### config.mk
export PLATFORM = sky130hd
export DESIGN_NAME = pcu_top
export DESIGN_NICKNAME = d
export VERILOG_FILES = /design/src/rtl/pcu_pkg.sv /design/src/rtl/pcu_rst_sync.sv /design/src/rtl/pcu_op_arbiter.sv /design/src/rtl/pcu_next_pc.sv /design/src/rtl/pcu_ret_stack.sv /design/src/rtl/pcu_top.sv
export SDC_FILE = /design/constraint.sdc
export NUM_CORES = 1
export LEC_CHECK = 0
export ABC_CLOCK_PERIOD_IN_PS = 1000
export CAP_MARGIN = 10
export CELL_PAD_IN_SITES_DETAIL_PLACEMENT = 0
export CELL_PAD_IN_SITES_GLOBAL_PLACEMENT = 2
export CORE_ASPECT_RATIO = 1.75
export CORE_MARGIN = 2
export CORE_UTILIZATION = 29
export DETAILED_ROUTE_END_ITERATION = 16
export PLACE_DENSITY = 0.94
export SLEW_MARGIN = 0
export SYNTH_ARGS = -nofsm -noshare
export SYNTH_HDL_FRONTEND = slang
export SYNTH_SLANG_ARGS = --single-unit
### constraint.sdc
create_clock -name clk -period 1 [get_ports clk]
set_input_delay 0.1 -clock clk [delete_from_list [all_inputs] [get_ports clk]]
set_output_delay 0.1 -clock clk [all_outputs]
set_load 0.05 [all_outputs]
### src/rtl/pcu_pkg.sv
package pcu_pkg;

  localparam int PAGE_BIT = 9;
  localparam int FULL_W   = 10;
  localparam int JUMP_W   = 9;
  localparam int BYTE_W   = 8;

  typedef enum logic [2:0] {
    PC_HOLD  = 3'd0,
    PC_STEP  = 3'd1,
    PC_LOWWR = 3'd2,
    PC_JUMP  = 3'd3,
    PC_ENTER = 3'd4,
    PC_LEAVE = 3'd5
  } pc_op_e;

endpackage

### src/rtl/pcu_rst_sync.sv
module pcu_rst_sync (
  input  logic clk,
  input  logic rst_n,
  output logic rst_n_sync
);

  logic meta_q;
  logic sync_q;

  always_ff @(posedge clk or negedge rst_n) begin
    if (!rst_n) begin
      meta_q <= 1'b0;
      sync_q <= 1'b0;
    end else begin
      meta_q <= 1'b1;
      sync_q <= meta_q;
    end
  end

  assign rst_n_sync = sync_q;

endmodule

### src/rtl/pcu_op_arbiter.sv
module pcu_op_arbiter
  import pcu_pkg::*;
(
  input  logic   step_en,
  input  logic   jump_en,
  input  logic   enter_en,
  input  logic   lowwr_en,
  input  logic   leave_en,
  output pc_op_e op
);

  always_comb begin
    if (leave_en)      op = PC_LEAVE;
    else if (enter_en) op = PC_ENTER;
    else if (jump_en)  op = PC_JUMP;
    else if (lowwr_en) op = PC_LOWWR;
    else if (step_en)  op = PC_STEP;
    else               op = PC_HOLD;
  end

endmodule

### src/rtl/pcu_next_pc.sv
module pcu_next_pc
  import pcu_pkg::*;
#(
  parameter int ADDR_W = 10
) (
  input  pc_op_e              op,
  input  logic [ADDR_W-1:0]   pc_cur,
  input  logic [ADDR_W-1:0]   ret_addr,
  input  logic                page_sel,
  input  logic [JUMP_W-1:0]   jump_addr,
  input  logic [BYTE_W-1:0]   enter_addr,
  input  logic [BYTE_W-1:0]   lowwr_data,
  output logic [ADDR_W-1:0]   pc_nxt,
  output logic [ADDR_W-1:0]   pc_inc
);

  logic [ADDR_W-1:0] jump_tgt;
  logic [ADDR_W-1:0] enter_tgt;
  logic [ADDR_W-1:0] lowwr_tgt;

  generate
    if (ADDR_W > PAGE_BIT) begin : g_paged
      assign jump_tgt  = {page_sel, jump_addr};
      assign enter_tgt = {page_sel, 1'b0, enter_addr};
      assign lowwr_tgt = {page_sel, 1'b0, lowwr_data};
    end else begin : g_flat
      assign jump_tgt  = jump_addr[ADDR_W-1:0];
      assign enter_tgt = {1'b0, enter_addr};
      assign lowwr_tgt = {1'b0, lowwr_data};
    end
  endgenerate

  assign pc_inc = pc_cur + {{(ADDR_W-1){1'b0}}, 1'b1};

  always_comb begin
    unique case (op)
      PC_STEP:  pc_nxt = pc_inc;
      PC_LOWWR: pc_nxt = lowwr_tgt;
      PC_JUMP:  pc_nxt = jump_tgt;
      PC_ENTER: pc_nxt = enter_tgt;
      PC_LEAVE: pc_nxt = ret_addr;
      default:  pc_nxt = pc_cur;
    endcase
  end

endmodule

### src/rtl/pcu_ret_stack.sv
module pcu_ret_stack #(
  parameter int ADDR_W = 10
) (
  input  logic              clk,
  input  logic              push,
  input  logic              pop,
  input  logic [ADDR_W-1:0] push_val,
  output logic [ADDR_W-1:0] lvl1,
  output logic [ADDR_W-1:0] lvl2
);

  logic [ADDR_W-1:0] lvl1_q, lvl1_d;
  logic [ADDR_W-1:0] lvl2_q, lvl2_d;
  logic              stk_en;

  assign stk_en = push | pop;

  always_comb begin
    lvl1_d = lvl1_q;
    lvl2_d = lvl2_q;
    if (pop) begin
      lvl1_d = lvl2_q;
    end else if (push) begin
      lvl2_d = lvl1_q;
      lvl1_d = push_val;
    end
  end

  always_ff @(posedge clk) begin
    if (stk_en) begin
      lvl1_q <= lvl1_d;
      lvl2_q <= lvl2_d;
    end
  end

  assign lvl1 = lvl1_q;
  assign lvl2 = lvl2_q;

endmodule

### src/rtl/pcu_top.sv
module pcu_top
  import pcu_pkg::*;
#(
  parameter int MEM_WORDS = 1024,
  localparam int ADDR_W   = $clog2(MEM_WORDS)
) (
  input  logic              clk,
  input  logic              rst_n,
  input  logic              step_en,
  input  logic              jump_en,
  input  logic [8:0]        jump_addr,
  input  logic              enter_en,
  input  logic [7:0]        enter_addr,
  input  logic              lowwr_en,
  input  logic [7:0]        lowwr_data,
  input  logic              leave_en,
  input  logic [7:0]        leave_lit,
  input  logic              page_sel,
  output logic [ADDR_W-1:0] pc,
  output logic [ADDR_W-1:0] stack_top,
  output logic [ADDR_W-1:0] stack_next,
  output logic              wreg_load,
  output logic [7:0]        wreg_value
);

  localparam logic [ADDR_W-1:0] RESET_PC = ADDR_W'(MEM_WORDS - 1);

  logic              rst_int_n;
  pc_op_e            op;
  logic [ADDR_W-1:0] pc_q, pc_d, pc_inc;
  logic              pc_en;
  logic              push, pop;
  logic              wl_q, wl_d;
  logic [7:0]        wv_q, wv_d;

  pcu_rst_sync u_rst_sync (
    .clk        (clk),
    .rst_n      (rst_n),
    .rst_n_sync (rst_int_n)
  );

  pcu_op_arbiter u_arb (
    .step_en  (step_en),
    .jump_en  (jump_en),
    .enter_en (enter_en),
    .lowwr_en (lowwr_en),
    .leave_en (leave_en),
    .op       (op)
  );

  pcu_next_pc #(.ADDR_W(ADDR_W)) u_next (
    .op         (op),
    .pc_cur     (pc_q),
    .ret_addr   (stack_top),
    .page_sel   (page_sel),
    .jump_addr  (jump_addr),
    .enter_addr (enter_addr),
    .lowwr_data (lowwr_data),
    .pc_nxt     (pc_d),
    .pc_inc     (pc_inc)
  );

  assign push = rst_int_n && (op == PC_ENTER);
  assign pop  = rst_int_n && (op == PC_LEAVE);

  pcu_ret_stack #(.ADDR_W(ADDR_W)) u_stack (
    .clk      (clk),
    .push     (push),
    .pop      (pop),
    .push_val (pc_inc),
    .lvl1     (stack_top),
    .lvl2     (stack_next)
  );

  assign pc_en = (op != PC_HOLD);
  assign wl_d  = (op == PC_LEAVE);
  assign wv_d  = leave_lit;

  always_ff @(posedge clk or negedge rst_int_n) begin
    if (!rst_int_n) begin
      pc_q <= RESET_PC;
    end else if (pc_en) begin
      pc_q <= pc_d;
    end
  end

  always_ff @(posedge clk or negedge rst_int_n) begin
    if (!rst_int_n) begin
      wl_q <= 1'b0;
      wv_q <= 8'h00;
    end else begin
      wl_q <= wl_d;
      if (wl_d) begin
        wv_q <= wv_d;
      end
    end
  end

  assign pc         = pc_q;
  assign wreg_load  = wl_q;
  assign wreg_value = wv_q;

  assert_jump_target_R3: assert property (@(posedge clk) disable iff (!rst_int_n)
    (jump_en && !leave_en && !enter_en) |=> (pc[8:0] == $past(jump_addr)));

  assert_enter_half_page_R4: assert property (@(posedge clk) disable iff (!rst_int_n)
    (enter_en && !leave_en) |=> (pc[7:0] == $past(enter_addr)) && !pc[8]);

  assert_enter_push_R5: assert property (@(posedge clk) disable iff (!rst_int_n)
    (enter_en && !leave_en) |=>
      (stack_top == $past(pc) + ADDR_W'(1)) && (stack_next == $past(stack_top)));

  assert_lowwr_keeps_stack_R6: assert property (@(posedge clk) disable iff (!rst_int_n)
    (lowwr_en && !leave_en && !enter_en && !jump_en) |=>
      $stable(stack_top) && $stable(stack_next) && !pc[8]);

  assert_leave_pop_R7: assert property (@(posedge clk) disable iff (!rst_int_n)
    leave_en |=> (pc == $past(stack_top)) && (stack_top == $past(stack_next))
                 && $stable(stack_next));

  assert_leave_wreg_R7: assert property (@(posedge clk) disable iff (!rst_int_n)
    leave_en |=> wreg_load && (wreg_value == $past(leave_lit)));

  assert_idle_hold_R10: assert property (@(posedge clk) disable iff (!rst_int_n)
    !(step_en || jump_en || enter_en || lowwr_en || leave_en) |=>
      $stable(pc) && $stable(stack_top) && $stable(stack_next));

  assert_wreg_quiet_R11: assert property (@(posedge clk) disable iff (!rst_int_n)
    !leave_en |=> !wreg_load);

endmodule

======== Word-level counts from Yosys, hierarchy flattened ========
Index checks and enable logic that the tools add are counted.
storage, ports and cells
  register bits after elaboration ......... 41
operators by class
  add/sub/neg operators ................... 1
  eq/ne operators ......................... 5
  muxes and demuxes ....................... 8
  bitwise logic cells ..................... 2
  reduce and logical (&&, ||, !) cells .... 8
operators by type and width
  cell                     number
  $pmux W10 S5             1
  $mux W10                 2
  $mux W3                  4
  $add A10 B1 Y10 const B  1
  $eq A3 B2 Y1 const B     2
  $eq A3 B3 Y1 const B     2
  $reduce_bool A5 Y1       1
  $reduce_and A2 Y1        2
  $eq A3 B1 Y1 const B     1
  $reduce_and A3 Y1        1
  $reduce_bool A3 Y1       1
  $logic_and A1 B1 Y1      2
  $reduce_bool A2 Y1       1
  $mux W1                  1
  $not A1 Y1               1
  $or A1 B1 Y1             1

======== Longest topological paths before layout ========
Gate-level depths: netlist of the first run.
  word-level depth ........................ 9
  depth in mapped cells ................... 6

======== Cells and area by module ========
Synthesis of the first run repeated with hierarchy kept, for this count alone.
unflattened totals
  cells, all modules ...................... 216
  area, all modules ....................... 2472.4 um2
by module, submodules not included
  module          instances  cells an instance  area each (um2)  sequential area each (um2)
  pcu_next_pc     1          132                868.3            0.0
  pcu_ret_stack   1          33                 769.5            600.6
  pcu_top         1          42                 742.0            488.0
  pcu_rst_sync    1          3                  53.8             50.0
  pcu_op_arbiter  1          6                  38.8             0.0

======== Least setup slack after synthesis of the first run ========
Ideal clock, no wire load.
  path kind ............................... flip-flop to flip-flop
  start ................................... reg pc_q[0] (netlist: pc[0])
  end ..................................... reg pc_q[8] (netlist: pc[8])
  arrival time ............................ 1.815 ns
  required time ........................... 0.917 ns
  path slack .............................. -0.898 ns
  cell stages (with the launch flop) ...... 6
  path buffers ............................ 0
  clock period less this slack ............ 1.898 ns
  cell sequence ........................... dfstp_2 ha_1 nand3_2 nor4_2 xor2_1 a221o_1
between the ends
  longest elaborated chain between the ends .. 2
RTL lines
  element                 RTL line           source
  start, declared         pcu_top.sv:30      logic [ADDR_W-1:0] pc_q, pc_d, pc_inc;
  start signal, assigned  pcu_top.sv:83      pc_q <= pc_d;
  $add A10 B1 Y10         pcu_next_pc.sv:33  assign pc_inc = pc_cur + {{(ADDR_W-1){1'b0}}, 1'b1};
  $pmux W10 S5            pcu_next_pc.sv:36  unique case (op)
No other way between the ends.
A chain may end at the register's enable or synchronous reset.

======== Worst setup path after layout of the first run ========
  start ................................... reg pc_q[1] (netlist: pc[1])
  end ..................................... reg pc_q[8] (netlist: pc[8])
Same word-level chain as after synthesis.

==> results of run 1 <==
## cell families after synthesis
family | after synthesis
and+or+nand+nor | 67
AOI/OAI and AO/OA | 47
DFF | 41
buffers and inverters | 17
muxes | 12
xor gates and xnor gates | 9
adders and majority gates | 1
other | 1
## repair_timing
| item | 4_1_cts | 5_1_grt |
|---|---|---|
| endpoints found under the hold margin | 2 | 0 |
| resized for setup | 46 | 19 |
| setup buffers | 27 | 16 |
| gates cloned | 2 | 0 |
| pin swaps | 15 | 9 |
| hold buffers | 1 | 0 |
| endpoints found under the setup margin | 72 | 70 |
## placed cells by master (no fill, tap or decap), types with 5 or more instances in the layout
master,instances
buf_12,41
nand2_1,25
buf_6,28
nor4_4,6
a21oi_1,13
dfstp_4,6
edfxtp_1,20
nor2_1,5
o21ai_1,9
mux2_2,9
clkdlybuf4s50_1,37
clkbuf_16,6
and2_4,5
xnor2_1,6
buf_4,61
dfrtp_1,10
## sequential cells by signal (all words and copies together), names as in the netlist
| name | cells |
|---|---|
| u_rst_sync.meta_q | 1 |
| wreg_load | 1 |
| pc | 10 |
| u_stack.lvl1 | 10 |
| u_rst_sync.rst_n_sync | 1 |
| u_stack.lvl2 | 10 |
| wreg_value | 8 |
## metal layers
layer / up-vias / GRT usage, %
met5: - / 0
met4: 0 / 9.56
met3: 20 / 3.35
met2: 64 / 33.2
met1: 1086 / 24.5
li1: 1058 / -
## power by group through the flow
stage               Combinational [W]  Clock [W]  Sequential (W)
floorplan                    0.000519          0         0.00265
global placement              0.00213          0         0.00220
detailed placement            0.00215          0         0.00221
CTS                           0.00252    0.00177         0.00216
global route                  0.00282    0.00188         0.00218
finish                        0.00270    0.00178         0.00216
## final cells by class
type | instances | share of cell area, %
timing repair buffer | 172 | 43.2
multi-input combinational | 139 | 25.5
clock buffer | 8 | 3.59
sequential | 41 | 24.9
inverter | 6 | 0.482
tap | 86 | 2.30
## metrics by stage
stage	std cells	power, W
finish	452	0.00664
floorplan	195	0.00317
global route	452	0.00687
detailed placement	402	0.00436
global placement	402	0.00433
CTS	439	0.00645
## worst paths after layout
kind | depth (start not counted) | slack (ns) | to
min reg2reg | 1 | 0.24 | wreg_value[0]$_DFFE_PN0N_
min in group clk | 0 | 0.35 | u_rst_sync.rst_n_sync$_DFF_PN0_
min | 1 | 0.24 | wreg_value[0]$_DFFE_PN0N_
max in group asynchronous | 2 | 0.35 | u_rst_sync.rst_n_sync$_DFF_PN0_
max | 5 | -0.62 | pc[8]$_DFFE_PN1P_
max reg2reg | 5 | -0.62 | pc[8]$_DFFE_PN1P_
## worst max-delay path, cell delays in order, from the launching register on
cell and delay [ns]:
dfstp_4 0.65, ha_4 0.15, nand3_4 0.13, nor4_4 0.18, xor2_1 0.11, a221o_1 0.32
==> metrics.yaml, run 1 <==
period_share_pct: 162
die_h_um: 118
wl_met1_um: 2880
fin_hold_ws_ns: 0.243
cap_violations: 0
crit_arrival_ns: 1.83
vias_per_cell: 4.93
clk_latency_ns: 0.29
switching_share_pct: 31.1
synthTopCellsByCount: "nand2_1 (28), edfxtp_1 (20), a21oi_1 (13), dfrtp_1 (11), dfstp_2 (10)"
grt_max_degree: 14
cts_root_buffer: "clkbuf_16"
fp-row-count: 41
async_reset_ff_share_pct: 51.2
io_buffers: 79
path_max_fanout: 7
grt_setup_unrepaired: "true"
ys_ff_latch: 41
start_util_pct: 29.8
clkSlewWorstSetupHoldPaths_ns: 0.06
synth.distinct_cells: 48
pwr-share-clk_pct: 26.8
final_area_um2: 4670
regArea_um2: 1160
reg2reg_from: "pc[1]$_DFFE_PN1P_"
synth_cells: 195
fin_skew_ns: 0.00420
first_global_vias: 2302
p_leak_nw: 1.93
path_class: "reg -> reg"
drcViolationCount: 0
synth_xor_area_share_pct: 3.68
synth-edff-count: 20
antenna_found_initial: 0
worstSetupStartpoint: "pc[1]$_DFFE_PN1P_"
core_area_um2: 7180
synth.avg_cell_area_um2: 11.0
die_x_um: 69.0
dr.pass1.iters: 4
setup_slack_ns: -0.621
synthTopCellsByArea: "edfxtp_1 (28%), dfrtp_1 (13%), dfstp_2 (12%)"
seq_area_frac_synth_pct: 53.2
setup_viol_count_final: 50
fillers: 537
start_kind: "flip-flop"
post-route-min-period_ns: 1.62
slew_viol_final: 0
synth_area_um2: 2140
ioPinCount: 80
yosysMostFrequentCell: "nand2_1"
synth_fa_ha_area_share_pct: 0.584
synth_mux_area_share_pct: 6.13
place_area_um2: 3890
combPwrFrac_pct: 40.6
dp_worst_setup_slack_ns: -0.743
intPower_w: 0.00457
fmax_ghz: 0.617
dpl.hpwl_um: 5160
worstPathRequired_ns: 1.21
wirelength_um: 7720
highest_layer: "met4"
die-area_um2: 8120
htreeDepth: 2
globalRouteOverflowTotal: 0
synth_top_area_share_pct: 28.0
yosys.area_share.simple_pct: 18.5
seqPwrFrac_pct: 32.6
wl_per_cell_um: 17.1
tritoncts: "yes"
hold_viol_final: 0
outcome: "finished, violations left"
clock_sinks: 41
p_sw_w: 0.00206
drt-initial-drc-count: 150
layout-drive-gt1-share_pct: 54.9
synth_top_family_by_area: "simple AND/OR/NAND/NOR gates"
syn_to_final_growth_pct: 118
synth_area_leader_cell: "edfxtp_1"
multi_input_comb_area_um2: 1190
cts_buffers: 5
gp_congestion: 0.844
worstSetupEndpointType: "flip-flop"
hold_path_class: "reg -> async"
violations: "negative setup slack"
syn_nets: 237
nets: 407
met2_wirelength_um: 4250
num_vias: 2228
tns_ns: -14.39
n_antenna_cell: 0
synth-compound-area-share_pct: 14.3
grt_pass1_wl_um: 12000
synthFlopType: "edfxtp_1"
peakVddDrop_mv: 0.946
clockBufferDepth: 2
utilization_pct: 65.0
yosysWarnings: 0
route.met3.wl_um: 298
grt_use_total_pct: 20.1
power.density_nw_per_um2: 1420
postRouteAntennaNets: 0
Power figures use the tool's default switching activity.
==> run 2, diff against run 1 <==
- ABC_CLOCK_PERIOD_IN_PS: 1000 -> not set
- PLACE_DENSITY: 0.94 -> 0.86
==> run 2 against run 1 <==
  * The run still ends with negative setup slack left
  * Clock-buffer cell count fell by 1
  * Core utilization is 0.80 points lower
  * Clock skew increased by 0.0042 ns
  * Maximum frequency is 2.8% lower
  * Combinational power is 4% lower
  * Register-to-register slack got worse by 0.05 ns
  * Worst setup slack got worse by 0.047 ns
  * Non-clock buffer count stayed put
  * Critical path depth is 2 higher
  * Clock power about the same
  * Sequential cell count did not move
  * Cell area fell by 1.2%
  * Critical endpoint is now pc[4]$_DFFE_PN1P_
==> metrics.yaml, run 2 (same netlist as run 1, synthesis figures left out) <==
fmax_ghz: 0.600
syn_to_final_growth_pct: 115
fin_hold_ws_ns: 0.265
layout-drive-gt1-share_pct: 55.5
num_vias: 2196
slew_viol_final: 0
regArea_um2: 1160
dp_worst_setup_slack_ns: -0.656
core_area_um2: 7180
wl_per_cell_um: 16.7
grt_pass1_wl_um: 12000
stdcell_count: 452
antenna_found_initial: 0
fp-row-count: 41
start_kind: "flip-flop"
die_x_um: 69.0
path_max_fanout: 7
power.density_nw_per_um2: 1420
globalRouteOverflowTotal: 0
cts_buffers: 5
clock_sinks: 41
first_global_vias: 2298
final_common_cell: "buf_4"
path_class: "reg -> reg"
fin_skew_ns: 0.00844
clockBufferDepth: 2
n_antenna_cell: 0
setup_slack_ns: -0.668
finalPower_w: 0.00655
wirelength_um: 7530
grt_use_total_pct: 20.2
setup_viol_count_final: 51
hold_path_class: "reg -> async"
placed_cells: 408
clk_latency_ns: 0.29
outcome: "finished, violations left"
cts_root_buffer: "clkbuf_16"
gp_congestion: 0.849
worstSetupEndpointType: "flip-flop"
start_util_pct: 29.8
r2r_slack_ns: -0.67
violations: "negative setup slack"
clkSlewWorstSetupHoldPaths_ns: 0.06
period_share_pct: 167
htreeDepth: 2
die-area_um2: 8120
multi_input_comb_area_um2: 1170
nets: 407
rr_worst_depth: 7
reg2reg_from: "pc[1]$_DFFE_PN1P_"
p_leak_nw: 1.91
grt_max_degree: 17
post-route-min-period_ns: 1.67
grt_setup_unrepaired: "true"
mostFrequentLayoutCells: "buf_4 (65), buf_12 (39), clkdlybuf4s50_1 (38)"
utilization_pct: 64.2
vias_per_cell: 4.86
worstPathRequired_ns: 1.23
fillers: 551
worstReg2RegEnd: "pc[4]$_DFFE_PN1P_"
crit_arrival_ns: 1.89
drt-initial-drc-count: 68
dr.pass1.iters: 4
hold_viol_final: 0
dpl.hpwl_um: 5450
die_h_um: 118
drcViolationCount: 0
peakVddDrop_mv: 0.887
postRouteAntennaNets: 0
io_buffers: 79
cap_violations: 0
tritoncts: "yes"
ioPinCount: 80
run 2: changes by cell type in the layout (fill, tap and decap cells not counted), moves of 2 or more:
cell	before	now
buf_12	41	39
buf_4	61	65
o22ai_2	0	2
inv_4	0	2
nand3_4	4	2
run 2: final cells by class:
type | count | area share (%)
repair buffers | 172 | 42.9
multi-input cells | 139 | 25.3
flip-flops and latches | 41 | 25.2
clock buffers | 7 | 3.55
well taps | 86 | 2.33
inverters | 6 | 0.542
clock inverters | 1 | 0.136
run 2: how the worst max path moves through the flow:
stage | start | endpoint | slack [ns]
floorplan | pc[6]$_DFFE_PN1P_ | pc[8]$_DFFE_PN1P_ | -0.66
global placement | leave_en | pc[6]$_DFFE_PN1P_ | -0.59
detailed placement | leave_en | pc[6]$_DFFE_PN1P_ | -0.66
CTS | pc[1]$_DFFE_PN1P_ | u_stack.lvl1[8]$_DFFE_PP_ | -0.62
global route | pc[1]$_DFFE_PN1P_ | pc[4]$_DFFE_PN1P_ | -0.69
finish | pc[1]$_DFFE_PN1P_ | pc[4]$_DFFE_PN1P_ | -0.67
run 2: what timing repair did:
item	CTS	global route
pin swaps	14	18
gates resized for setup	45	19
endpoints found under the setup margin	75	73
endpoints found under the hold margin	2	0
hold buffers	1	0
setup buffers	27	15
gates cloned	2	0
run 2: report_power, final:
part           switching (W)  leakage, nW  internal (W)
clock network       0.000653       0.0856       0.00115
registers           0.000174        0.423       0.00200
logic                0.00120         1.40       0.00138
total                0.00203         1.91       0.00452
run 2: through the flow:
stage / setup TNS [ns] / instance area [um2]
floorplan: -13.08 / 2270
global placement: -24.63 / 3930
detailed placement: -26.41 / 3930
CTS: -13.84 / 4490
global route: -15.94 / 4610
finish: -14.08 / 4610
run 2: layer usage:
layer	global-route usage (%)	share of wire (%)
met2	35.8	58
met1	23.0	36
met3	3.15	3.2
met4	7.97	3.0
met5	0	0
run 2: worst max-delay path, stage by stage, from the launching register on:
cell and delay, ns:
dfstp_4 0.67, ha_4 0.16, nand3_4 0.13, buf_4 0.18, buf_6 0.11, o31ai_4 0.20
o22ai_2 0.09, nand2_1 0.08
